## config.mk

```make
export PLATFORM = sky130hd
export DESIGN_NAME = therm_accum_alert
export DESIGN_NICKNAME = d
export VERILOG_FILES = /design/src/rtl/therm_accum_pkg.sv /design/src/rtl/therm_sync.sv /design/src/rtl/therm_accum.sv /design/src/rtl/therm_flag.sv /design/src/rtl/fan_boost.sv /design/src/rtl/therm_accum_alert.sv
export SDC_FILE = /design/constraint.sdc
export NUM_CORES = 1
export LEC_CHECK = 0
export CAP_MARGIN = 20
export CORE_ASPECT_RATIO = 0.6
export CORE_MARGIN = 2
export CORE_UTILIZATION = 35
export CTS_BUF_LIST = sky130_fd_sc_hd__clkbuf_16
export CTS_CLUSTER_DIAMETER = 60
export DETAILED_ROUTE_END_ITERATION = 6
export DONT_BUFFER_PORTS = 1
export HOLD_SLACK_MARGIN = 0.02
export PLACE_DENSITY_LB_ADDON = 0.12
export SLEW_MARGIN = 20
export SYNTH_ARGS = -nofsm -noshare
export SYNTH_HDL_FRONTEND = slang
export SYNTH_HIERARCHICAL = 1
export SYNTH_SLANG_ARGS = --single-unit
```

## constraint.sdc

```tcl
create_clock -name clk -period 2.4 [get_ports clk]
set_input_delay 0.36 -clock clk [delete_from_list [all_inputs] [get_ports clk]]
set_output_delay 0.36 -clock clk [all_outputs]
set_load 0.01 [all_outputs]
```

## src/rtl/therm_accum_pkg.sv

```systemverilog
package therm_accum_pkg;

   localparam int REG_AW = 3;

   typedef enum logic [REG_AW-1:0] {
      RA_TIMER  = 3'd0,
      RA_LIMIT  = 3'd1,
      RA_CFG    = 3'd2,
      RA_STATUS = 3'd3,
      RA_MASK   = 3'd4
   } reg_addr_e;

   // configuration word, bit 0 upward: monitor enable, boost, input routing
   typedef struct packed {
      logic route;
      logic boost;
      logic mon;
   } cfg_t;

   localparam int CFG_W = $bits(cfg_t);

endpackage

```

## src/rtl/therm_sync.sv

```systemverilog
module therm_sync #(
   parameter int STAGES = 2
) (
   input  logic clk,
   input  logic rst_n,
   input  logic in_n,
   output logic active,
   output logic assert_edge
);
   if (STAGES < 2) begin : g_bad_stages
      $error("therm_sync: STAGES must be at least 2");
   end

   // one extra stage keeps the previous synchronized value for edge detection
   logic [STAGES:0] sh_q;

   always_ff @(posedge clk or negedge rst_n) begin
      if (!rst_n) sh_q <= '1;
      else        sh_q <= {sh_q[STAGES-1:0], in_n};
   end

   assign active      = ~sh_q[STAGES-1];
   assign assert_edge = sh_q[STAGES] & ~sh_q[STAGES-1];
endmodule

```

## src/rtl/therm_accum.sv

```systemverilog
module therm_accum #(
   parameter int TMR_W       = 8,
   parameter int QUANTUM_CYC = 2276000
) (
   input  logic             clk,
   input  logic             rst_n,
   input  logic             count_en,
   input  logic             clear,
   output logic [TMR_W-1:0] timer
);
   if (QUANTUM_CYC < 1) begin : g_bad_quantum
      $error("therm_accum: QUANTUM_CYC must be at least 1");
   end

   localparam logic [TMR_W-1:0] T_MAX = '1;

   logic tick;

   if (QUANTUM_CYC == 1) begin : g_direct
      assign tick = count_en;
   end else begin : g_prescale
      localparam int PW = $clog2(QUANTUM_CYC);
      localparam logic [PW-1:0] P_LAST = PW'(QUANTUM_CYC - 1);
      logic [PW-1:0] presc_q;

      always_ff @(posedge clk or negedge rst_n) begin
         if (!rst_n)             presc_q <= '0;
         else if (clear)         presc_q <= '0;
         else if (count_en) begin
            if (presc_q == P_LAST) presc_q <= '0;
            else                   presc_q <= presc_q + 1'b1;
         end
      end

      assign tick = count_en && (presc_q == P_LAST);
   end

   logic [TMR_W-1:0] timer_q;

   always_ff @(posedge clk or negedge rst_n) begin
      if (!rst_n)                        timer_q <= '0;
      else if (clear)                    timer_q <= '0;
      else if (tick && timer_q != T_MAX) timer_q <= timer_q + 1'b1;
   end

   assign timer = timer_q;
endmodule

```

## src/rtl/therm_flag.sv

```systemverilog
module therm_flag #(
   parameter int TMR_W = 8
) (
   input  logic             clk,
   input  logic             rst_n,
   input  logic             enable,
   input  logic [TMR_W-1:0] timer,
   input  logic [TMR_W-1:0] limit,
   input  logic             first_edge,
   input  logic             clear_req,
   output logic             flag
);
   logic hit;
   logic flag_q;

   assign hit = enable && ((timer > limit) || (limit == '0 && first_edge));

   // a set in the same cycle as the clearing read wins
   always_ff @(posedge clk or negedge rst_n) begin
      if (!rst_n)         flag_q <= 1'b0;
      else if (hit)       flag_q <= 1'b1;
      else if (clear_req) flag_q <= 1'b0;
   end

   assign flag = flag_q;
endmodule

```

## src/rtl/fan_boost.sv

```systemverilog
module fan_boost #(
   parameter int N_FANS = 4,
   parameter int DUTY_W = 8
) (
   input  logic                     boost_on,
   input  logic [N_FANS*DUTY_W-1:0] duty_in,
   output logic [N_FANS*DUTY_W-1:0] duty_out
);
   if (N_FANS < 1 || DUTY_W < 1) begin : g_bad_fans
      $error("fan_boost: N_FANS and DUTY_W must be positive");
   end

   localparam logic [DUTY_W-1:0] FULL = '1;

   for (genvar i = 0; i < N_FANS; i++) begin : g_lane
      logic [DUTY_W-1:0] lane;
      assign lane = duty_in[i*DUTY_W +: DUTY_W];
      assign duty_out[i*DUTY_W +: DUTY_W] = (boost_on && lane != '0) ? FULL : lane;
   end
endmodule

```

## src/rtl/therm_accum_alert.sv

```systemverilog
module therm_accum_alert
   import therm_accum_pkg::*;
#(
   parameter int TMR_W       = 8,
   parameter int QUANTUM_CYC = 2276000,
   parameter int SYNC_STAGES = 2,
   parameter int N_FANS      = 4,
   parameter int DUTY_W      = 8
) (
   input  logic                     clk,
   input  logic                     rst_n,
   input  logic                     therm_n,
   input  logic [REG_AW-1:0]        reg_addr,
   input  logic                     reg_wr,
   input  logic                     reg_rd,
   input  logic [TMR_W-1:0]         reg_wdata,
   output logic [TMR_W-1:0]         reg_rdata,
   output logic                     alert_n,
   input  logic [N_FANS*DUTY_W-1:0] fan_duty_in,
   output logic [N_FANS*DUTY_W-1:0] fan_duty_out
);
   if (TMR_W < CFG_W) begin : g_bad_width
      $error("therm_accum_alert: TMR_W must hold the configuration word");
   end

   logic             therm_active;
   logic             therm_edge;
   logic             mon_gate;
   logic             timer_clr;
   logic             status_clr;
   logic [TMR_W-1:0] timer_q;
   logic [TMR_W-1:0] limit_q;
   cfg_t             cfg_q;
   logic             mask_q;
   logic             flag_q;
   logic [TMR_W-1:0] rd_mux;
   logic [TMR_W-1:0] rdata_q;

   therm_sync #(.STAGES(SYNC_STAGES)) u_sync (
      .clk         (clk),
      .rst_n       (rst_n),
      .in_n        (therm_n),
      .active      (therm_active),
      .assert_edge (therm_edge)
   );

   assign mon_gate   = cfg_q.mon & cfg_q.route;
   assign timer_clr  = reg_rd && (reg_addr == RA_TIMER);
   assign status_clr = reg_rd && (reg_addr == RA_STATUS);

   therm_accum #(.TMR_W(TMR_W), .QUANTUM_CYC(QUANTUM_CYC)) u_accum (
      .clk      (clk),
      .rst_n    (rst_n),
      .count_en (mon_gate & therm_active),
      .clear    (timer_clr),
      .timer    (timer_q)
   );

   therm_flag #(.TMR_W(TMR_W)) u_flag (
      .clk        (clk),
      .rst_n      (rst_n),
      .enable     (mon_gate),
      .timer      (timer_q),
      .limit      (limit_q),
      .first_edge (therm_edge),
      .clear_req  (status_clr),
      .flag       (flag_q)
   );

   fan_boost #(.N_FANS(N_FANS), .DUTY_W(DUTY_W)) u_boost (
      .boost_on (cfg_q.boost & cfg_q.route & therm_active),
      .duty_in  (fan_duty_in),
      .duty_out (fan_duty_out)
   );

   // writable registers
   always_ff @(posedge clk or negedge rst_n) begin
      if (!rst_n) begin
         limit_q <= '0;
         cfg_q   <= '0;
         mask_q  <= 1'b0;
      end else if (reg_wr) begin
         case (reg_addr)
            RA_LIMIT: limit_q <= reg_wdata;
            RA_CFG:   cfg_q   <= cfg_t'(reg_wdata[CFG_W-1:0]);
            RA_MASK:  mask_q  <= reg_wdata[0];
            default: ;
         endcase
      end
   end

   always_comb begin
      case (reg_addr)
         RA_TIMER:  rd_mux = timer_q;
         RA_LIMIT:  rd_mux = limit_q;
         RA_CFG:    rd_mux = {{(TMR_W-CFG_W){1'b0}}, cfg_q};
         RA_STATUS: rd_mux = {{(TMR_W-1){1'b0}}, flag_q};
         RA_MASK:   rd_mux = {{(TMR_W-1){1'b0}}, mask_q};
         default:   rd_mux = '0;
      endcase
   end

   always_ff @(posedge clk or negedge rst_n) begin
      if (!rst_n)      rdata_q <= '0;
      else if (reg_rd) rdata_q <= rd_mux;
   end

   assign reg_rdata = rdata_q;
   assign alert_n   = ~(flag_q & ~mask_q);
endmodule

```

==> flow_metrics.tcl, run 1 <==
set metrics [dict create \
    outcome "finished, final reports clean" \
    slowest_delay_ns 0.38 \
    maximum_vdd_ir_drop_mv 0.267 \
    total_power_mw 2.52 \
    synth_seq_area_share_pct 38.6 \
    drcViolationCount 0 \
    area.growth.synth_to_final_pct 9.94 \
    crit_path_end_kind "flip-flop" \
    synth_seq_cells 54 \
    number_of_buffers_added_by_the_clock_tree_synthesis_step 5 \
    synth_top_area_share_pct 36.3 \
    r2r_path_start "u_sync/sh_q[1]$_DFF_PN1_" \
    finClkSkew_ns 0.00921 \
    routed_wire_length_per_instance_um 16.3 \
    area_occupied_by_multi_input_gates_um2 2000 \
    time_the_final_worst_path_needs_with_i_o_delays_and_setup_ns 2.15 \
    layout.nets 426 \
    worst_setup_hold_path_clk_slew_ns 0.07 \
    cp_arrival_ns 2.34 \
    global_route.overflow_total 0 \
    cts_buffer_depth 2 \
    fp.dieH_um 81.6 \
    synth_area_um2 3510 \
    worst-path-max-fanout 10 \
    core_area_um2 9810 \
    worstMarginPinSlew_ns 0.642 \
    timing.critical_path.from_type "flip-flop" \
    timing.slew.headroom_pct 57.2 \
    ff_to_ff_setup_slack_ns 0.25 \
    post_synth_inst_count 368 \
    globalRouteTotalUtil_pct 15.2 \
    hold_path_class "in -> reg" \
    grt_pass1_vias 2456 \
    port_buffers 0 \
    capture_point_of_the_critical_path "u_accum/g_prescale.presc_q[11]$_DFFE_PN0P_" \
    critPathMostFrequentCell "sky130_fd_sc_hd__and3_1" \
    vias_per_cell 5.42 \
    grt_start_max_net_pins 55 \
    detail_route.first_pass.iterations 5 \
    route.antenna.remaining_nets 0 \
    synth_most_common_cell "sky130_fd_sc_hd__nor2_1" \
    start_util_pct 35.8 \
    final_max_slew_viol_count 0 \
    top_cells_by_area_synth "sky130_fd_sc_hd__dfrtp_1 36%, sky130_fd_sc_hd__nor2_1 7.6%, sky130_fd_sc_hd__a21oi_1 5.6%, sky130_fd_sc_hd__nor4_4 4.8%, sky130_fd_sc_hd__ha_1 3.6%" \
    gpl_congestion 0.797 \
    htree_num_levels 2 \
    leakage_power_nw 1.61 \
    die_w_um 133 \
    fin_crit_sh_pct 89.6 \
    grt_first_pass_wirelength_um 12900 \
    boundaryPins 89 \
    cts_root_buffer "sky130_fd_sc_hd__clkbuf_16" \
    synth_top_flop_cell "sky130_fd_sc_hd__dfrtp_1" \
    critPathSlowestCell "sky130_fd_sc_hd__dfstp_2" \
    cellPowerDensity_nw_per_um2 653 \
    cts.sinks 54 \
    ys_types 57 \
    num_vias 2731 \
    drt_iter0_markers 190 \
    yosys_warnings 6 \
    routed_wire_length_um 8230 \
    drv.max_cap_violation_count 0 \
    worst_setup_path_startpoint "u_sync/sh_q[1]$_DFF_PN1_" \
    hold_viol_final 0 \
    fmax_mhz 465 \
    crit_family "simple AND/OR/NAND/NOR gates" \
    number_of_buffers_inserted_to_repair_setup_after_cts 0 \
    clkLatencyLatePin_ns 0.30 \
    ff_latch_area_um2 1360 \
    dp_hpwl_um 6230 \
    most_instantiated_cells_after_synthesis "71 x sky130_fd_sc_hd__nor2_1, 51 x sky130_fd_sc_hd__dfrtp_1, 39 x sky130_fd_sc_hd__a21oi_1" \
    setup_tns_ns 0 \
    final.fill_count 984 \
    required_ns 2.59 \
    post_synth.cell_area_avg_um2 9.55 \
    critical_path.cell_chain "inv_1 -> and3_1 -> and3_1 -> nand3_2 -> o21bai_2 -> o32ai_1 -> a32o_1" \
    synthesis.nets 426 \
    antenna_found_initial 0 \
    die_area_um2 10900 \
    grt_setup_unrepaired "no" \
    synth_edf_count 0 \
    place_ws_ns 0.289 \
    synth_largest_area_cell "sky130_fd_sc_hd__dfrtp_1" \
    fp-row-count 28 \
    setup-violations-final 0 \
    final_critical_path_setup_slack_ns 0.249 \
    setup.worst_path.class "reg -> reg" \
    synthArstFlopShare_pct 100 \
    reg2regPathDepth 7 \
    layout_cells_sized_above_1_pct 13.8 \
    reg2reg_to "u_accum/g_prescale.presc_q[11]$_DFFE_PN0P_" \
    crit_cells 7 \
    worst-path-buf-inv 1 \
    antennaDiodeCount 0 \
    tritoncts "done" \
]
-- state kept, by name (all words and copies together) (netlist names) --
name / cells
cfg_q: 3
limit_q: 8
mask_q: 1
reg_rdata: 8
u_accum/g_prescale.presc_q: 22
u_accum/timer: 8
u_flag/flag: 1
u_sync/sh_q: 3
-- cells by family after synthesis --
family,synth area share (%)
DFF,38.6
buffers and inverters,4.59
and+or+nand+nor,28.9
xor gates and xnor gates,4.74
AOI/OAI and AO/OA,11.3
muxes,8.33
adders and majority gates,3.56
-- power breakdown --
| part | switching, mW | total (mW) | internal, mW | leakage (nW) |
|---|---|---|---|---|
| sequential | 0.131 | 1.15 | 1.02 | 0.705 |
| clock | 0.335 | 0.935 | 0.599 | 0.0940 |
| combinational | 0.235 | 0.442 | 0.207 | 0.814 |
-- per-layer routing --
| layer | global-route usage [%] | up-vias | routed length, um |
|---|---|---|---|
| li1 | - | 1326 | - |
| met1 | 23.8 | 1308 | 4390 |
| met2 | 20.3 | 89 | 3190 |
| met3 | 3.58 | 8 | 564 |
| met4 | 3.83 | 0 | 82 |
| met5 | 0 | - | 0 |
-- worst register-to-register path: cells and delay by family (launching register included) --
family / cells / cell delay (ns)
buf+inv: 1 / 0.05
compound gates: 3 / 0.74
flops: 1 / 0.38
simple gates: 3 / 0.87
-- what timing repair did --
action                                 in CTS  in global routing
setup endpoints to repair                   0                  0
gates resized for setup                     0                  0
endpoints found under the hold margin      54                  0
hold buffers                                2                  0
-- stage by stage --
step | area [um^2] | hold slack [ns] | instances | util, %
2_1_floorplan | 3510 | 0.0644 | 368 | -
3_3_place_gp | 3630 | 0.0660 | 494 | 37.0
3_5_place_dp | 3630 | 0.0657 | 494 | 37.0
4_1_cts | 3860 | 0.0432 | 504 | 39.4
5_1_grt | 3860 | 0.0374 | 504 | 39.4
6_report | 3860 | 0.0539 | 504 | 39.4
-- cells in the final DEF (no fill, tap or decap), drive strengths merged, types with 4 or more instances in the layout --
cell type and n:
nor2 71, dfrtp 51, a21oi 39, inv 20
mux2 13, nor4 13, xnor2 11, nand3 11
nand4 11, nand2 10, ha 10, mux2i 9
o22ai 8, xor2 8, nor3 8, and3 7
nand2b 6, clkbuf 5, buf 5, nor2b 5
and4 4, or2 4
-- cell type report --
class                           count  share of cell area (%)
Sequential cell                    54                    35.1
Inverter                           20                    1.94
Clock buffer                        5                    3.24
Clock inverter                      3                    1.78
Timing Repair Buffer                6                    1.75
Tap cell                          135                    4.37
Multi-Input combinational cell    281                    51.8
-- how the worst min path moves through the flow --
| stage | from | to | slack (ns) | depth (start not counted) |
|---|---|---|---|---|
| final | therm_n | u_sync/sh_q[0]$_DFF_PN1_ | 0.05 | 0 |
| after floorplan | rst_n | cfg_q[0]$_DFFE_PN0P_ | 0.06 | 0 |
| after global placement | rst_n | u_accum/g_prescale.presc_q[16]$_DFFE_PN0P_ | 0.07 | 0 |
| after CTS | therm_n | u_sync/sh_q[0]$_DFF_PN1_ | 0.04 | 0 |
| after detailed placement | rst_n | u_accum/g_prescale.presc_q[16]$_DFFE_PN0P_ | 0.07 | 0 |
| after global routing | therm_n | u_sync/sh_q[0]$_DFF_PN1_ | 0.04 | 0 |
(Power assumes the default switching activity.)
==> run 2, diff against run 1 <==
--- a/config.mk
+++ b/config.mk
@@ -7,7 +7,7 @@
 export LEC_CHECK = 0
 export CAP_MARGIN = 20
 export CORE_ASPECT_RATIO = 0.6
-export CORE_MARGIN = 2
+export CORE_MARGIN = 5
 export CORE_UTILIZATION = 35
 export CTS_BUF_LIST = sky130_fd_sc_hd__clkbuf_16
 export CTS_CLUSTER_DIAMETER = 60
==> run 2 against run 1 <==
  * Combinational power barely moved
  * Worst setup slack got worse by 0.029 ns
  * Register-to-register slack got worse by 0.03 ns
  * Clock power fell by 12%
  * Total power fell by 4.6%
  * Largest power group unchanged
  * Worst hold slack got worse by 0.0013 ns
  * Core utilization fell by 0.34 points
  * Final cell count rose by 0.20%
  * Sequential power barely moved
  * Clock skew fell by 0.0022 ns
  * Critical endpoint unchanged
  * Fmax fell by 1.3%
==> flow_metrics.tcl, run 2 (synthesized netlist as in run 1, its figures left out) <==
set metrics [dict create \
    outcome "finished, final reports clean" \
    core_area_um2 9840 \
    layout.nets 427 \
    global_route.overflow_total 0 \
    critPathMostFrequentCell "sky130_fd_sc_hd__and3_1" \
    worstMarginPinSlew_ns 0.639 \
    route.antenna.remaining_nets 0 \
    finalHoldWorstSlack_ns 0.0526 \
    cts_root_buffer "sky130_fd_sc_hd__clkbuf_16" \
    drv.max_cap_violation_count 0 \
    globalRouteTotalUtil_pct 14.0 \
    port_buffers 0 \
    clkLatencyLatePin_ns 0.30 \
    largest_register_ff_count 22 \
    cts_buffer_depth 2 \
    tritoncts "done" \
    grt_setup_unrepaired "no" \
    timing.slew.headroom_pct 57.4 \
    regMostFlops "u_accum/g_prescale.presc_q" \
    area.growth.synth_to_final_pct 9.37 \
    fp.dieH_um 87.6 \
    boundaryPins 89 \
    vias_per_cell 5.23 \
    comb_power_share_pct 18.4 \
    routed_wire_length_um 8300 \
    number_of_buffers_added_by_the_clock_tree_synthesis_step 5 \
    highest_count_cells_in_the_layout_ignoring_fill_and_taps "71 x sky130_fd_sc_hd__nor2_1, 51 x sky130_fd_sc_hd__dfrtp_1, 39 x sky130_fd_sc_hd__a21oi_1, 21 x sky130_fd_sc_hd__inv_1, 11 x sky130_fd_sc_hd__xnor2_1" \
    internal_power_mw 1.71 \
    drcViolationCount 0 \
    start_util_pct 35.7 \
    gpl_congestion 0.809 \
    die_w_um 139 \
    time_the_final_worst_path_needs_with_i_o_delays_and_setup_ns 2.18 \
    fin_crit_sh_pct 90.8 \
    setup.worst_path.class "reg -> reg" \
    num_vias 2643 \
    setup_tns_ns 0 \
    crit_family "simple AND/OR/NAND/NOR gates" \
    worst-path-max-fanout 10 \
    fmax_mhz 459 \
    critPathSlowestCell "sky130_fd_sc_hd__o21bai_2" \
    share_seq_of_total_power_pct 47.5 \
    die_area_um2 12200 \
    place_ws_ns 0.208 \
    antenna_found_initial 0 \
    maximum_vdd_ir_drop_mv 0.270 \
    final_max_slew_viol_count 0 \
    critical_path.cell_chain "inv_1 -> and3_1 -> and3_1 -> nand3_2 -> o21bai_2 -> o32ai_1 -> a32o_1" \
    final_standard_cell_utilization_of_the_core_pct 39.0 \
    crit_path_end_kind "flip-flop" \
    leakage_power_nw 1.60 \
    hold_path_class "in -> reg" \
    pwr-share-clk_pct 34.1 \
    slowest_delay_ns 0.41 \
    worst-path-buf-inv 1 \
    dp_hpwl_um 6350 \
    worst_setup_hold_path_clk_slew_ns 0.07 \
    routed_wire_length_per_instance_um 16.4 \
    required_ns 2.59 \
    finClkSkew_ns 0.00697 \
    htree_num_levels 2 \
    timing.critical_path.from_type "flip-flop" \
    cp_arrival_ns 2.37 \
    ff_to_ff_setup_slack_ns 0.22 \
    p_switching_mw 0.693 \
    fp-row-count 28 \
    drt_iter0_markers 211 \
    hold_viol_final 0 \
    antennaDiodeCount 0 \
    p_sw_share_pct 28.8 \
    detail_route.first_pass.iterations 4 \
    setup-violations-final 0 \
    cts.sinks 54 \
    final.fill_count 974 \
    mostFrequentLayoutCell "sky130_fd_sc_hd__nor2_1" \
    layout_cells_sized_above_1_pct 13.8 \
    grt_start_max_net_pins 55 \
    final_critical_path_setup_slack_ns 0.220 \
    cellPowerDensity_nw_per_um2 626 \
    grt_pass1_vias 2618 \
    grt_first_pass_wirelength_um 13600 \
]
## run 2: worst reg2reg max path, delay by kind of cell (launching register included)
kind / cells / cell delay [ns]
simple gates: 3 / 0.84
compound gates: 3 / 0.79
buf+inv: 1 / 0.05
flops: 1 / 0.38
## run 2: final timing paths
check,from,cells after the start,to
max in group asynchronous,rst_n,2,u_sync/sh_q[2]$_DFF_PN1_
hold reg to reg,u_sync/sh_q[0]$_DFF_PN1_,0,u_sync/sh_q[1]$_DFF_PN1_
hold / removal,therm_n,0,u_sync/sh_q[0]$_DFF_PN1_
setup reg to reg,u_sync/sh_q[1]$_DFF_PN1_,7,u_accum/g_prescale.presc_q[11]$_DFFE_PN0P_
min in group asynchronous,rst_n,2,u_accum/g_prescale.presc_q[0]$_DFFE_PN0P_
setup / recovery,u_sync/sh_q[1]$_DFF_PN1_,7,u_accum/g_prescale.presc_q[11]$_DFFE_PN0P_
## run 2: per-stage QoR
step | area (um^2) | std cells | total power, mW
floorplan | 3510 | 368 | 1.49
global placement | 3640 | 495 | 1.58
detailed placement | 3640 | 495 | 1.58
CTS | 3840 | 505 | 2.44
global route | 3840 | 505 | 2.55
finish | 3840 | 505 | 2.41
## run 2: layout make-up
cell class,instances,area [um^2],share of cell area [%]
Inverter,20,75.1,1.95
Clock buffer,5,125,3.26
Timing Repair Buffer,7,75.1,1.95
Tap cell,135,169,4.40
Clock inverter,3,41.3,1.07
Multi-Input combinational cell,281,2000,52.1
Sequential cell,54,1360,35.3
## run 2: repair_timing
item | in CTS | in global routing
setup buffers | 0 | 0
hold buffers | 2 | 0
endpoints found under the hold margin | 54 | 0
resized for setup | 0 | 0
## run 2: power groups by stage
stage	registers, mW	clock network [mW]	logic (mW)
global placement	1.16	0	0.416
floorplan	1.12	0	0.370
CTS	1.14	0.851	0.448
finish	1.14	0.820	0.443
detailed placement	1.16	0	0.418
global route	1.16	0.879	0.505
## run 2: per-layer routing
| metal | global-route usage [%] | vias to the layer above | routed length, um |
|---|---|---|---|
| li1 | - | 1320 | - |
| met1 | 22.4 | 1227 | 4580 |
| met2 | 17.7 | 88 | 3010 |
| met3 | 4.04 | 8 | 604 |
| met4 | 4.26 | 0 | 97 |
| met5 | 0 | - | 0 |
